File: config.mk
export PLATFORM = sky130hd
export DESIGN_NAME = rstsup_top
export DESIGN_NICKNAME = d
export VERILOG_FILES = /design/src/rtl/rstsup_pkg.sv /design/src/rtl/rstsup_sync.sv /design/src/rtl/rstsup_wdg.sv /design/src/rtl/rstsup_cause.sv /design/src/rtl/rstsup_seq.sv /design/src/rtl/rstsup_top.sv
export SDC_FILE = /design/constraint.sdc
export NUM_CORES = 1
export LEC_CHECK = 0
export CELL_PAD_IN_SITES_DETAIL_PLACEMENT = 1
export CELL_PAD_IN_SITES_GLOBAL_PLACEMENT = 1
export CORE_MARGIN = 2
export CORE_UTILIZATION = 46
export DETAILED_ROUTE_END_ITERATION = 10
export PLACE_DENSITY_LB_ADDON = 0.1
export SETUP_SLACK_MARGIN = 0.1
export SLEW_MARGIN = 20
export SYNTH_ARGS = -nofsm -noshare
export SYNTH_HDL_FRONTEND = slang
export SYNTH_SLANG_ARGS = --single-unit
File: constraint.sdc
create_clock -name clk -period 3.15 [get_ports clk]
set_clock_uncertainty 0.05 [all_clocks]
set_input_delay 0.63 -clock clk [delete_from_list [all_inputs] [get_ports clk]]
set_output_delay 0.63 -clock clk [all_outputs]
set_load 0.005 [all_outputs]
File: src/rtl/rstsup_pkg.sv
package rstsup_pkg;

  typedef enum logic [2:0] {
    CAUSE_NONE    = 3'd0,
    CAUSE_MANUAL  = 3'd1,
    CAUSE_PWRFAIL = 3'd2,
    CAUSE_WDOG    = 3'd3,
    CAUSE_PROG    = 3'd4,
    CAUSE_EXT     = 3'd5,
    CAUSE_VDROP   = 3'd6
  } cause_e;

  typedef enum logic [1:0] {
    SEQ_IDLE,
    SEQ_WARN,
    SEQ_RST,
    SEQ_PROT
  } seq_e;

  // one-cycle event pulses, one per source
  typedef struct packed {
    logic vdrop;
    logic pwr;
    logic wdg;
    logic man;
    logic prog;
    logic ext;
  } evt_t;

  // fixed ranking when several events share a cycle
  function automatic cause_e pick_cause(evt_t e);
    if (e.vdrop)      return CAUSE_VDROP;
    else if (e.pwr)   return CAUSE_PWRFAIL;
    else if (e.wdg)   return CAUSE_WDOG;
    else if (e.man)   return CAUSE_MANUAL;
    else if (e.prog)  return CAUSE_PROG;
    else if (e.ext)   return CAUSE_EXT;
    return CAUSE_NONE;
  endfunction

endpackage

File: src/rtl/rstsup_sync.sv
module rstsup_sync #(
  parameter int W      = 1,
  parameter int STAGES = 2
) (
  input  logic         clk,
  input  logic         por_n,
  input  logic [W-1:0] d,
  output logic [W-1:0] q
);
  for (genvar b = 0; b < W; b++) begin : g_bit
    logic [STAGES-1:0] chain;
    always_ff @(posedge clk or negedge por_n) begin
      if (!por_n) chain <= '0;
      else        chain <= {chain[STAGES-2:0], d[b]};
    end
    assign q[b] = chain[STAGES-1];
  end
endmodule

File: src/rtl/rstsup_wdg.sv
module rstsup_wdg #(
  parameter int WDG_CYC = 1000
) (
  input  logic clk,
  input  logic por_n,
  input  logic kick,
  input  logic disable_s,
  input  logic idle,
  output logic expire
);
  localparam int WW = $clog2(WDG_CYC + 1);
  localparam logic [WW-1:0] LOAD = WW'(WDG_CYC - 1);

  logic [WW-1:0] cnt;

  always_ff @(posedge clk or negedge por_n) begin
    if (!por_n)                          cnt <= LOAD;
    else if (kick || disable_s || !idle) cnt <= LOAD;
    else if (cnt != '0)                  cnt <= cnt - 1'b1;
  end

  assign expire = idle && !disable_s && !kick && (cnt == '0);
endmodule

File: src/rtl/rstsup_cause.sv
module rstsup_cause
  import rstsup_pkg::*;
(
  input  logic   clk,
  input  logic   por_n,
  input  evt_t   evt,
  input  logic   clr,
  output cause_e cause,
  output logic   valid,
  output logic   ovf
);
  logic   any_evt, multi_evt;
  cause_e cause_n;
  logic   valid_n, ovf_n;

  assign any_evt   = |evt;
  assign multi_evt = $countones(evt) > 1;

  always_comb begin
    cause_n = cause;
    valid_n = valid;
    ovf_n   = ovf;
    if (clr) begin
      cause_n = CAUSE_NONE;
      valid_n = 1'b0;
      ovf_n   = 1'b0;
    end
    if (any_evt) begin
      if (valid_n) begin
        ovf_n = 1'b1;
      end else begin
        cause_n = pick_cause(evt);
        valid_n = 1'b1;
        ovf_n   = multi_evt;
      end
    end
  end

  // cleared only by power-on or CPU strobe, never by the board reset
  always_ff @(posedge clk or negedge por_n) begin
    if (!por_n) begin
      cause <= CAUSE_NONE;
      valid <= 1'b0;
      ovf   <= 1'b0;
    end else begin
      cause <= cause_n;
      valid <= valid_n;
      ovf   <= ovf_n;
    end
  end
endmodule

File: src/rtl/rstsup_seq.sv
module rstsup_seq
  import rstsup_pkg::*;
#(
  parameter int HOLD_CYC = 1000,
  parameter int RST_CYC  = 16
) (
  input  logic clk,
  input  logic por_n,
  input  logic start,
  input  logic vdrop_lvl,
  input  logic pwr_good,
  output logic idle,
  output logic nmi,
  output logic rst,
  output logic prot
);
  localparam int MAXC = (HOLD_CYC > RST_CYC) ? HOLD_CYC : RST_CYC;
  localparam int CW   = $clog2(MAXC + 1);
  localparam logic [CW-1:0] HOLD_LD = CW'(HOLD_CYC - 1);
  localparam logic [CW-1:0] RST_LD  = CW'(RST_CYC - 1);

  seq_e          st, st_n;
  logic [CW-1:0] cnt, cnt_n;

  always_comb begin
    st_n  = st;
    cnt_n = cnt;
    unique case (st)
      SEQ_IDLE: if (start) begin
        st_n  = SEQ_WARN;
        cnt_n = HOLD_LD;
      end
      SEQ_WARN: if (cnt == '0) begin
        st_n  = SEQ_RST;
        cnt_n = RST_LD;
      end else begin
        cnt_n = cnt - 1'b1;
      end
      SEQ_RST: if (cnt != '0) begin
        cnt_n = cnt - 1'b1;
      end else if (pwr_good) begin
        st_n = SEQ_PROT;
      end
      SEQ_PROT: if (pwr_good) st_n = SEQ_IDLE;
      default: st_n = SEQ_RST;
    endcase
    // collapsing supply overrides every state
    if (vdrop_lvl) begin
      st_n  = SEQ_RST;
      cnt_n = RST_LD;
    end
  end

  always_ff @(posedge clk or negedge por_n) begin
    if (!por_n) begin
      st   <= SEQ_RST;
      cnt  <= RST_LD;
      nmi  <= 1'b0;
      rst  <= 1'b1;
      prot <= 1'b1;
    end else begin
      st   <= st_n;
      cnt  <= cnt_n;
      nmi  <= (st_n == SEQ_WARN);
      rst  <= (st_n == SEQ_RST);
      prot <= (st_n == SEQ_RST) || (st_n == SEQ_PROT);
    end
  end

  assign idle = (st == SEQ_IDLE);
endmodule

File: src/rtl/rstsup_top.sv
module rstsup_top
  import rstsup_pkg::*;
#(
  parameter int CLK_HZ  = 50_000_000,
  parameter int RST_CYC = 16,
  parameter int WDG_CYC = 100_000
) (
  input  logic       clk,
  input  logic       por_n,
  input  logic       man_req_i,
  input  logic       ext_req_i,
  input  logic       prog_req_i,
  input  logic       pwr_good_i,
  input  logic       vcc_drop_i,
  input  logic       wdg_kick_i,
  input  logic       wdg_off_i,
  input  logic       ram_cs_n_i,
  input  logic       stat_clr_i,
  output logic       nmi_o,
  output logic       rst_o,
  output logic       ram_prot_o,
  output logic       ram_cs_n_o,
  output logic       stat_valid_o,
  output logic [2:0] stat_cause_o,
  output logic       stat_ovf_o
);
  localparam int HOLD_CYC = CLK_HZ / 1000;
  localparam int NSYNC    = 5;

  logic [NSYNC-1:0] sync_q;
  logic man_s, ext_s, pwr_s, vcc_s, woff_s;
  logic man_p, ext_p, pwr_p, vcc_p, prog_p;
  logic idle, wdg_exp;
  evt_t evt;
  cause_e cause;

  rstsup_sync #(.W(NSYNC), .STAGES(2)) u_sync (
    .clk   (clk),
    .por_n (por_n),
    .d     ({wdg_off_i, vcc_drop_i, pwr_good_i, ext_req_i, man_req_i}),
    .q     (sync_q)
  );
  assign {woff_s, vcc_s, pwr_s, ext_s, man_s} = sync_q;

  // previous-cycle copies for edge qualification
  always_ff @(posedge clk or negedge por_n) begin
    if (!por_n) begin
      man_p  <= 1'b0;
      ext_p  <= 1'b0;
      pwr_p  <= 1'b0;
      vcc_p  <= 1'b0;
      prog_p <= 1'b0;
    end else begin
      man_p  <= man_s;
      ext_p  <= ext_s;
      pwr_p  <= pwr_s;
      vcc_p  <= vcc_s;
      prog_p <= prog_req_i;
    end
  end

  rstsup_wdg #(.WDG_CYC(WDG_CYC)) u_wdg (
    .clk       (clk),
    .por_n     (por_n),
    .kick      (wdg_kick_i),
    .disable_s (woff_s),
    .idle      (idle),
    .expire    (wdg_exp)
  );

  assign evt.vdrop = vcc_s & ~vcc_p;
  assign evt.pwr   = pwr_p & ~pwr_s;
  assign evt.wdg   = wdg_exp;
  assign evt.man   = man_s & ~man_p;
  assign evt.prog  = prog_req_i & ~prog_p;
  assign evt.ext   = ext_s & ~ext_p;

  rstsup_seq #(.HOLD_CYC(HOLD_CYC), .RST_CYC(RST_CYC)) u_seq (
    .clk       (clk),
    .por_n     (por_n),
    .start     (evt.pwr | evt.wdg | evt.man | evt.prog | evt.ext),
    .vdrop_lvl (vcc_s),
    .pwr_good  (pwr_s),
    .idle      (idle),
    .nmi       (nmi_o),
    .rst       (rst_o),
    .prot      (ram_prot_o)
  );

  rstsup_cause u_cause (
    .clk   (clk),
    .por_n (por_n),
    .evt   (evt),
    .clr   (stat_clr_i),
    .cause (cause),
    .valid (stat_valid_o),
    .ovf   (stat_ovf_o)
  );

  assign stat_cause_o = cause;
  assign ram_cs_n_o   = ram_prot_o ? 1'b1 : ram_cs_n_i;
endmodule

After elaboration in Yosys (flattened, before gate mapping)

Cells that the tools add are included.

Order comparisons: 1
$add $sub $neg: 7
Reduce and logical (&&, ||, !) cells: 19
Bitwise operators: 14
Equal/unequal tests: 8
Mux-type cells: 38

Operators with widths:

| kind                  | count |
|---|---|
| $add 32x32->32        | 2 |
| $mux 16               | 4 |
| $pmux 16 s3           | 1 |
| $mux 17               | 2 |
| $gt 32x2->1 const B   | 1 |
| $mux 3                | 10 |
| $logic_not 17->1      | 1 |
| $reduce_bool 17->1    | 1 |
| $sub 17x1->17 const B | 1 |
| $logic_not 16->1      | 1 |
| $reduce_bool 16->1    | 1 |
| $sub 16x1->16 const B | 1 |
| $mux 1                | 14 |
| $mux 2                | 6 |
| $eq 2x2->1 const B    | 4 |
| $pmux 2 s4            | 1 |
| $add 1x1->2           | 3 |
| $ne 3x2->1 const B    | 2 |
| $reduce_or 6->1       | 1 |
| $and 1x1->1           | 5 |
| $not 1->1             | 5 |
| $eq 2x1->1 const B    | 2 |
| $or 1x1->1            | 4 |
| $reduce_bool 2->1     | 2 |
| 6 further kinds       | 12 |

Output and inout port bits: 9
Bits in registers: 58
Logic and storage cells: 106

Logic depth before layout (Yosys ltp)

Gate-level depths: netlist (run 1).

Depth after elaboration: 13
Gate-level depth with buffers: 12
Depth with buffers taken out: 12

Modules after synthesis

Synthesis (run 1) repeated with hierarchy kept, for this count alone.

Cells, all modules: 322
Area, all modules: 3349.5 um^2

By module, submodules not included:

| module       | seq. area each (um^2) | times used | area an instance (um^2) | cells an instance |
|---|---|---|---|---|
| rstsup_seq   | 534.3                 | 1          | 1452.6                  | 148 |
| rstsup_wdg   | 437.9                 | 1          | 998.5                   | 105 |
| rstsup_cause | 125.1                 | 1          | 412.9                   | 40 |
| rstsup_sync  | 250.2                 | 1          | 287.8                   | 15 |
| rstsup_top   | 125.1                 | 1          | 197.7                   | 14 |

Least setup slack after synthesis (run 1)

OpenSTA, ideal clock, no wires.

Kind: reg2reg
Start point: register u_seq.st[0]
End point: register u_cause.ovf
Data required time: 2.957 ns
Arrival time: 2.579 ns
Setup slack: 0.378 ns
Path buffers: 0
Period minus slack after synthesis: 2.772 ns
Stages on the path, launching flop included: 13
Path through: dfrtp_1 -> inv_1 -> ha_1 -> nor3b_2 -> and3_1 -> nand2_1 -> inv_1 -> ha_1 -> fa_1 -> ha_1 -> inv_1 -> ha_1 -> a32oi_1

Longest elaborated chain between the ends: 10

RTL lines:

| item                                               | line               | text |
|---|---|---|
| start: declaration                                 | rstsup_seq.sv:22   | `seq_e st, st_n;` |
| start signal: assignment                           | rstsup_seq.sv:62   | `st <= st_n;` |
| $logic_not 2->1 *                                  | rstsup_seq.sv:70   | `assign idle = (st == SEQ_IDLE);` |
| $logic_and 1x1->1 * (3 in series)                  | rstsup_wdg.sv:22   | `assign expire = idle && !disable_s && !kick && (cnt == '0);` |
| $add 1x1->2 (not written as such)                  | rstsup_cause.sv:17 | `assign multi_evt = $countones(evt) > 1;` |
| $add 32x32->32 (not written as such) (2 in series) | rstsup_cause.sv:17 |  |
| $gt 32x2->1                                        | rstsup_cause.sv:17 |  |
| $mux 1                                             | rstsup_cause.sv:29 | `if (valid_n) begin` |
| $mux 1                                             | rstsup_cause.sv:28 | `if (any_evt) begin` |
| end signal: assignment                             | rstsup_cause.sv:48 | `ovf <= ovf_n;` |
| end: declaration                                   | rstsup_cause.sv:10 | `output logic ovf` |

Mark *: on every way between the ends. The rest lies on a longest branch, timed or not.
A chain may end at the register's enable or synchronous reset.

Worst setup path after layout (run 1)

Start point: register u_wdg.cnt[5]
End point: register u_cause.ovf

Longest elaborated chain between the ends: 8

RTL lines:

| item                                               | line               | text |
|---|---|---|
| start: declaration                                 | rstsup_wdg.sv:14   | `logic [WW-1:0] cnt;` |
| start signal: assignment                           | rstsup_wdg.sv:19   | `else if (cnt != '0) cnt <= cnt - 1'b1;` |
| $logic_not 17->1 *                                 | rstsup_wdg.sv:22   |  |
| $logic_and 1x1->1 *                                | rstsup_wdg.sv:22   |  |
| $add 1x1->2 (not written as such)                  | rstsup_cause.sv:17 |  |
| $add 32x32->32 (not written as such) (2 in series) | rstsup_cause.sv:17 |  |
| $gt 32x2->1                                        | rstsup_cause.sv:17 |  |
| $mux 1                                             | rstsup_cause.sv:29 |  |
| $mux 1                                             | rstsup_cause.sv:28 |  |

Marked as above.

==> flow_summary.json, run 1 <==
{
  "status": "finished clean",
  "die_w_um": 85.2,
  "power_frac_seq_pct": 33.0,
  "ys_types": 49,
  "ys_ff_latch": 57,
  "multi_input_area_sq_um": 1490,
  "cp_num_buf_inv": 2,
  "setup_viol_count_final": 0,
  "vias": 2488,
  "synth_simple_gate_area_share_pct": 22.0,
  "cts_tree": "built",
  "power_uw": 2780,
  "rows": 29,
  "critPathArrivalTime_ns": 3.00,
  "regToRegSetupSlack_ns": 0.30,
  "syn_inst": 308,
  "whs_ns": 0.302,
  "maxSlewHeadroom_pct": 52.4,
  "cpMostUsedCell": "ha_1",
  "synth-edff-count": 0,
  "p_int_uw": 1840,
  "max_stage_delay_ns": 0.58,
  "max_freq_mhz": 350,
  "grt_max_degree": 58,
  "seqCellArea_sq_um": 1450,
  "cts_buffers": 9,
  "nets": 368,
  "crit_family": "simple AND/OR/NAND/NOR gates",
  "p_clk_share_pct": 34.3,
  "tns_ns": 0,
  "p_per_area_nw_per_um2": 764,
  "clock_latency_ns": 0.34,
  "overflow": 0,
  "synth_top_family_by_area": "simple AND/OR/NAND/NOR gates",
  "yosys_warnings": 0,
  "slew_viol_final": 0,
  "diodes": 0,
  "crit_path_end_kind": "flop",
  "ios": 20,
  "grt_pass1_wl_um": 12900,
  "most-common-layout-cells": "41 x dfrtp_1, 28 x nor2_1, 22 x o21ai_0, 21 x nand2_1, 18 x clkdlybuf4s50_1",
  "cp.required_ns": 3.30,
  "tightest_slew_ns": 0.714,
  "fp.coreArea_sq_um": 6350,
  "cellLeakagePower_uw": 0.00155,
  "die_y_um": 85.2,
  "switching_share_pct": 33.7,
  "fin_cells": 423,
  "antenna_found_initial": 0,
  "synth.area.mux_share_pct": 0.743,
  "syn-cell-area_sq_um": 3030,
  "ir_drop_mv": 0.493,
  "slowest_stage": "or4_4",
  "hold_depth": 0,
  "htreeDepth": 3,
  "ff2ff_path_depth": 10,
  "rsz0062_at_grt": "false",
  "p_comb_share_pct": 32.7,
  "fin_crit_ns": 2.85,
  "synth-adder-area-share_pct": 7.10,
  "area_growth_pct": 20.1,
  "grt_usage_pct": 22.4,
  "crit_fanout": 6,
  "start_util_pct": 47.7,
  "avgSynthCellArea_sq_um": 9.84,
  "antenna_left": 0,
  "viasPerCell": 5.88,
  "finalHoldViolCount": 0,
  "wl_per_cell_um": 17.6,
  "synth-seq-area-share_pct": 47.7,
  "first_iter_violations": 127,
  "hp-class": "reg -> reg",
  "die_area_sq_um": 7250,
  "critical_path_depth": 10,
  "cts.clk_slew.worst_paths_ns": 0.07,
  "ys.flop_type": "dfrtp_1",
  "final_common_cell": "dfrtp_1",
  "drive_gt1_share_pct": 18.5,
  "finalCritPeriodShare_pct": 90.6,
  "synth_xor_area_share_pct": 2.89,
  "maxCapViolCount": 0,
  "drc": 0,
  "routabilityCongestion": 0.809,
  "synthArstFlopShare_pct": 100,
  "syn_nets": 335,
  "cp-start-kind": "flop",
  "clkSinkCount": 57,
  "final_util_pct": 57.3,
  "hold_buffers": 0,
  "fillCellCount": 703,
  "first_pass_iters": 4,
  "crit_chain": "or4_4, nor4_4, nand2_1, inv_1, ha_1, fa_1, ha_1, inv_1, ha_1, a32oi_1",
  "root_buffer": "clkbuf_8",
  "clk_path_buf_depth": 2,
  "grt_pass1_vias": 2632,
  "synth_compound_gate_area_share_pct": 16.4,
  "place_hpwl_um": 5080,
  "crit_type": "reg -> reg",
  "dp_cells": 405,
  "power.switching_uw": 936,
  "portBuffers": 19,
  "routed_wl_um": 7440
}
[registers in the layout (all words and copies together), names as in the netlist]
name and cells:
u_seq.nmi 1, u_cause.ovf 1, u_sync.g_bit.chain 10, prog_p 1, man_p 1, u_cause.cause 3, pwr_p 1, u_seq.prot 1
u_cause.valid 1, ext_p 1, u_seq.cnt 16, u_seq.rst 1, u_wdg.cnt 17, vcc_p 1, u_seq.st 1
[cells in the mapped netlist, drive strengths merged, types with 3 or more instances]
master,count,area share [%]
a21oi,17,2.9
a22o,4,1.2
a31o,4,1.2
a31oi,9,1.9
and3,3,0.62
buf,3,0.50
clkbuf,5,0.62
dfrtp,41,34
dfstp,16,14
ha,14,5.8
inv,17,2.1
nand2,21,2.6
nand2b,7,1.4
nand3,8,1.3
nor2,28,3.5
nor2b,4,0.83
nor3,13,2.1
nor4,9,2.8
o21ai,22,3.6
o22ai,6,1.2
o31ai,3,0.74
or2,5,1.0
or3,7,1.4
or4,8,2.4
xnor2,8,2.3
[stage by stage]
step,area (sq um),setup WS (ns)
final,3640,0.297
after global routing,3640,0.119
after CTS,3620,0.205
after detailed placement,3350,0.150
after global placement,3350,0.259
after floorplan,3030,0.378
[routing by layer]
| metal | GRT usage [%] | part of all wire [%] | vias up |
|---|---|---|---|
| met4 | 9.67 | 2.1 | 0 |
| met3 | 3.70 | 2.4 | 16 |
| li1 | - | - | 1185 |
| met1 | 32.6 | 50 | 1253 |
| met5 | 0 | 0 | - |
| met2 | 33.2 | 45 | 34 |
[power groups by stage]
stage               combinational, uW  sequential, uW  clock (uW)
floorplan                         593             908           0
CTS                               898             916         967
detailed placement                879             928           0
global route                     1020             927         995
global placement                  865             921           0
finish                            909             917         954
[final cells by class]
cell class,instances,area share (%)
flip-flops and latches,57,39.7
inverters,17,1.75
clock inverters,5,3.44
clock buffers,11,4.16
well taps,77,2.65
repair buffers,30,7.36
multi-input cells,226,40.9
[final timing paths]
check | start | endpoint
max | u_wdg.cnt[5] | u_cause.ovf
min | u_sync.g_bit[0].chain[0] | u_sync.g_bit[0].chain[1]
max reg2reg | u_wdg.cnt[5] | u_cause.ovf
min reg2reg | u_sync.g_bit[0].chain[0] | u_sync.g_bit[0].chain[1]
max in group asynchronous | por_n | u_wdg.cnt[11]
min in group asynchronous | por_n | ext_p
[kinds of logic (layout without fill, tap and decap cells)]
logic type / count (synthesis) / in the layout
AOI/OAI and AO/OA: 78 / 78
xor gates and xnor gates: 10 / 10
and+or+nand+nor: 120 / 120
buffers and inverters: 25 / 63
muxes: 2 / 2
adders and majority gates: 16 / 16
DFF: 57 / 57
[repair_timing]
action	4_1_cts	5_1_grt
setup buffers	0	2
setup endpoints to repair	0	1
gates resized for setup	0	1
No activity file was read; power rests on OpenSTA's default activity.
==> run 2, diff against run 1 <==
--- a/config.mk
+++ b/config.mk
@@ -9,9 +9,11 @@
 export CELL_PAD_IN_SITES_GLOBAL_PLACEMENT = 1
 export CORE_MARGIN = 2
 export CORE_UTILIZATION = 46
+export CTS_BUF_LIST = sky130_fd_sc_hd__clkbuf_16
+export CTS_CLUSTER_SIZE = 40
 export DETAILED_ROUTE_END_ITERATION = 10
 export PLACE_DENSITY_LB_ADDON = 0.1
-export SETUP_SLACK_MARGIN = 0.1
+export SETUP_SLACK_MARGIN = 0.5
 export SLEW_MARGIN = 20
 export SYNTH_ARGS = -nofsm -noshare
 export SYNTH_HDL_FRONTEND = slang
==> flow_summary.json, run 2 (synthesis results as in run 1) <==
{
  "status": "finished clean",
  "cts_buffers": 9,
  "portBuffers": 19,
  "diodes": 0,
  "first_pass_iters": 4,
  "slowest_stage": "clkdlybuf4s50_1",
  "fp.coreArea_sq_um": 6350,
  "final_common_cell": "dfrtp_1",
  "crit_type": "in -> reg",
  "critPathArrivalTime_ns": 2.90,
  "crit_path_end_kind": "flop",
  "cp.required_ns": 3.34,
  "area_growth_pct": 31.0,
  "antenna_found_initial": 0,
  "cp-start-kind": "input port",
  "setup_viol_count_final": 0,
  "die_area_sq_um": 7250,
  "clkSinkCount": 57,
  "first_iter_violations": 145,
  "crit_family": "adder cells",
  "clk_path_buf_depth": 2,
  "grt_usage_pct": 25.6,
  "routabilityCongestion": 0.838,
  "cp_num_buf_inv": 3,
  "critical_path_depth": 10,
  "cellLeakagePower_uw": 0.00165,
  "die_y_um": 85.2,
  "max_stage_delay_ns": 0.48,
  "ff2ff_path_depth": 9,
  "power_uw": 3100,
  "slew_viol_final": 0,
  "overflow": 0,
  "top_register": "u_wdg.cnt",
  "multi_input_area_sq_um": 1610,
  "root_buffer": "clkbuf_16",
  "grt_max_degree": 27,
  "routed_wl_um": 8870,
  "cts_tree": "built",
  "maxSlewHeadroom_pct": 55.8,
  "tightest_slew_ns": 0.657,
  "drive_gt1_share_pct": 26.9,
  "wl_per_cell_um": 20.3,
  "tns_ns": 0,
  "crit_fanout": 3,
  "die_w_um": 85.2,
  "grt_pass1_wl_um": 14600,
  "maxCapViolCount": 0,
  "antenna_left": 0,
  "ios": 20,
  "finalHoldViolCount": 0,
  "grt_pass1_vias": 2826,
  "place_hpwl_um": 5540,
  "nets": 382,
  "finalCritPeriodShare_pct": 86.1,
  "cts.clk_slew.worst_paths_ns": 0.06,
  "ir_drop_mv": 0.531,
  "start_util_pct": 47.7,
  "hold_buffers": 0,
  "p_per_area_nw_per_um2": 780,
  "seqCellArea_sq_um": 1450,
  "fin_crit_ns": 2.71,
  "hp-class": "in -> async",
  "htreeDepth": 3,
  "drc": 0,
  "crit_chain": "clkdlybuf4s50_1, nor3b_4, and3_4, nand2_2, inv_2, ha_4, fa_1, ha_2, inv_1, a32oi_1",
  "top_regs": "u_wdg.cnt x17, u_seq.cnt x16, u_sync.g_bit.chain x10",
  "most-common-layout-cells": "41 x dfrtp_1, 28 x nor2_1, 22 x o21ai_0, 20 x nand2_1, 18 x clkdlybuf4s50_1",
  "vias": 2658,
  "rsz0062_at_grt": "true",
  "fillCellCount": 701,
  "largest_register_ffs": 17,
  "viasPerCell": 6.08,
  "max_freq_mhz": 369,
  "clock_latency_ns": 0.33,
  "rows": 29
}
[run 2: stage by stage]
stage	util (%)	setup WS (ns)	instances	hold slack (ns)	cell area [sq um]
after floorplan	-	0.515	308	0.281	3050
after global placement	53.2	0.164	406	0.284	3380
after detailed placement	53.2	0.0994	406	0.286	3380
after CTS	60.9	0.442	436	0.273	3870
after global routing	62.5	0.328	437	0.292	3970
final	62.5	0.439	437	0.260	3970
[run 2: power by group]
group	total (uW)	switching, uW	internal (uW)
combinational	1050	634	416
sequential	920	74.9	845
clock	1130	355	771
[run 2: worst register-to-register path: cells and delay by family (launching register included)]
kind,cells,cell delay [ns]
AO/OA/AOI/OAI,1,0.17
adder cells (fa/ha/maj),3,0.90
buffers and inverters,2,0.15
flip-flops,1,0.38
AND/OR/NAND/NOR,3,0.97
[run 2: final cells by class]
cell class,count,area share (%)
Tap cell,77,2.43
Timing Repair Buffer,44,10.3
Sequential cell,57,36.4
Clock inverter,7,2.99
Inverter,17,1.61
Multi-Input combinational cell,226,40.5
Clock buffer,9,5.67
[run 2: what timing repair did]
| action | 4_1_cts | 5_1_grt |
|---|---|---|
| resized for setup | 13 | 19 |
| pin swaps | 6 | 4 |
| buffers inserted | 14 | 1 |
| setup endpoints to repair | 5 | 20 |
[run 2: final timing paths]
check | from | to | slack (ns)
setup reg to reg | u_wdg.cnt[7] | u_cause.ovf | 0.46
max in group asynchronous | por_n | u_seq.prot | 2.04
min in group clk | u_sync.g_bit[2].chain[0] | u_sync.g_bit[2].chain[1] | 0.30
hold / removal | por_n | u_sync.g_bit[1].chain[1] | 0.26
hold reg to reg | u_sync.g_bit[2].chain[0] | u_sync.g_bit[2].chain[1] | 0.30
setup / recovery | wdg_kick_i | u_cause.ovf | 0.44
[run 2: per-layer routing]
layer	wire length (um)	share of wire, %	global-route usage, %	vias up
li1	-	-	-	1212
met1	4000	45	34.8	1348
met2	4280	48	41.5	81
met3	407	4.6	3.89	17
met4	182	2.1	9.52	0
met5	0	0	0	-
==> run 3, diff against run 2 <==
--- a/config.mk
+++ b/config.mk
@@ -12,9 +12,11 @@
 export CTS_BUF_LIST = sky130_fd_sc_hd__clkbuf_16
 export CTS_CLUSTER_SIZE = 40
 export DETAILED_ROUTE_END_ITERATION = 10
+export MAX_ROUTING_LAYER = met4
 export PLACE_DENSITY_LB_ADDON = 0.1
 export SETUP_SLACK_MARGIN = 0.5
-export SLEW_MARGIN = 20
+export SKIP_CTS_REPAIR_TIMING = 1
+export SLEW_MARGIN = 5
 export SYNTH_ARGS = -nofsm -noshare
 export SYNTH_HDL_FRONTEND = slang
 export SYNTH_SLANG_ARGS = --single-unit
==> flow_summary.json, run 3 (synthesis results as in run 1) <==
{
  "tightest_slew_ns": 0.603,
  "crit_path_end_kind": "flop",
  "fin_ws_ns": 0.362,
  "maxSlewHeadroom_pct": 59.4,
  "crit_type": "reg -> reg",
  "ff2ff_path_depth": 9,
  "finalCritPeriodShare_pct": 88.5,
  "seqCellArea_sq_um": 1450,
  "vias": 2555,
  "viasPerCell": 6.00,
  "final_common_cell": "dfrtp_1",
  "maxCapViolCount": 0,
  "area_growth_pct": 26.9,
  "cts.clk_slew.worst_paths_ns": 0.05,
  "max_freq_mhz": 359,
  "place_hpwl_um": 5540,
  "first_iter_violations": 152,
  "p_per_area_nw_per_um2": 795,
  "cts_tree": "built",
  "grt_pass1_vias": 2678,
  "fp.coreArea_sq_um": 6350,
  "routed_wl_um": 8140,
  "grt_max_degree": 27,
  "fin_cells": 426,
  "ir_drop_mv": 0.545,
  "antenna_found_initial": 0,
  "hp-class": "in -> async",
  "first_pass_iters": 5,
  "timing.rr.start": "u_wdg.cnt[4]",
  "dp_slack_ns": 0.0994,
  "multi_input_area_sq_um": 1600,
  "overflow": 0,
  "routabilityCongestion": 0.851,
  "drive_gt1_share_pct": 23.8,
  "portBuffers": 19,
  "drc": 0,
  "antenna_left": 0,
  "cellLeakagePower_uw": 0.00159,
  "critPathArrivalTime_ns": 2.98,
  "top_regs": "u_wdg.cnt x17, u_seq.cnt x16, u_sync.g_bit.chain x10",
  "htreeDepth": 3,
  "clock_latency_ns": 0.32,
  "ios": 20,
  "cp-start-kind": "flop",
  "grt_usage_pct": 24.0,
  "dp_cells": 406,
  "slew_viol_final": 0,
  "die_w_um": 85.2,
  "largest_register_ffs": 17,
  "finalHoldViolCount": 0,
  "root_buffer": "clkbuf_16",
  "clk_path_buf_depth": 2,
  "start_util_pct": 47.7,
  "fillCellCount": 704,
  "crit_fanout": 4,
  "diodes": 0,
  "most-common-layout-cells": "41 x dfrtp_1, 28 x nor2_1, 22 x o21ai_0, 21 x nand2_1, 18 x clkdlybuf4s50_1",
  "clkSinkCount": 57,
  "grt_pass1_wl_um": 13500,
  "wl_per_cell_um": 19.1,
  "status": "finished clean",
  "cp.required_ns": 3.34,
  "die_y_um": 85.2,
  "top_register": "u_wdg.cnt",
  "regToRegSetupSlack_ns": 0.36,
  "cts_buffers": 9,
  "fin_crit_ns": 2.79,
  "rsz0062_at_grt": "true",
  "nets": 371,
  "tns_ns": 0,
  "setup_viol_count_final": 0,
  "die_area_sq_um": 7250,
  "reg2reg_to": "u_cause.ovf",
  "rows": 29
}
[run 3: worst max-delay path: stages (launching register included)]
cell,delay [ns]
dfstp_2,0.38
or4_4,0.56
nor4_4,0.37
nand2_1,0.16
inv_2,0.11
ha_4,0.14
fa_2,0.46
ha_4,0.28
inv_2,0.03
a32oi_1,0.17
[run 3: area by class of cell]
type	count	area share (%)
Multi-Input combinational cell	226	41.7
Sequential cell	57	37.6
Timing Repair Buffer	33	7.55
Clock buffer	9	5.86
Clock inverter	7	3.09
Tap cell	77	2.51
Inverter	17	1.66
[run 3: worst max path at each step]
stage	startpoint	to	slack [ns]	cells after the start
floorplan	u_seq.st[0]	u_cause.ovf	0.51	12
global placement	wdg_kick_i	u_cause.ovf	0.16	11
finish	u_wdg.cnt[4]	u_cause.ovf	0.36	9
detailed placement	wdg_kick_i	u_cause.ovf	0.1	11
global route	u_wdg.cnt[4]	u_cause.ovf	0.24	9
CTS	u_wdg.cnt[5]	u_cause.ovf	0.23	10
[run 3: metal layers]
metal / wire length (um) / share of wire [%] / GRT usage, % / up-vias
met4: 98 / 1.2 / 8.51 / 0
li1: - / - / - / 1192
met1: 3780 / 46 / 32.3 / 1294
met2: 4000 / 49 / 37.4 / 58
met3: 261 / 3.2 / 3.40 / 11
met5: 0 / 0 / - / -
[run 3: through the flow]
step	util, %	area, sq um	total power [uW]	hold WS (ns)
after floorplan	-	3050	1520	0.281
after global placement	53.2	3380	1830	0.284
after detailed placement	53.2	3380	1870	0.286
after CTS	58.6	3720	3000	0.273
after global routing	60.6	3840	3220	0.295
final	60.6	3840	3060	0.260
[run 3: where the power goes]
group	switching [uW]	internal, uW	leakage [uW]
clock	350	771	0.000162
combinational	603	413	0.000734
sequential	74.2	845	0.000692
total	1030	2030	0.00159
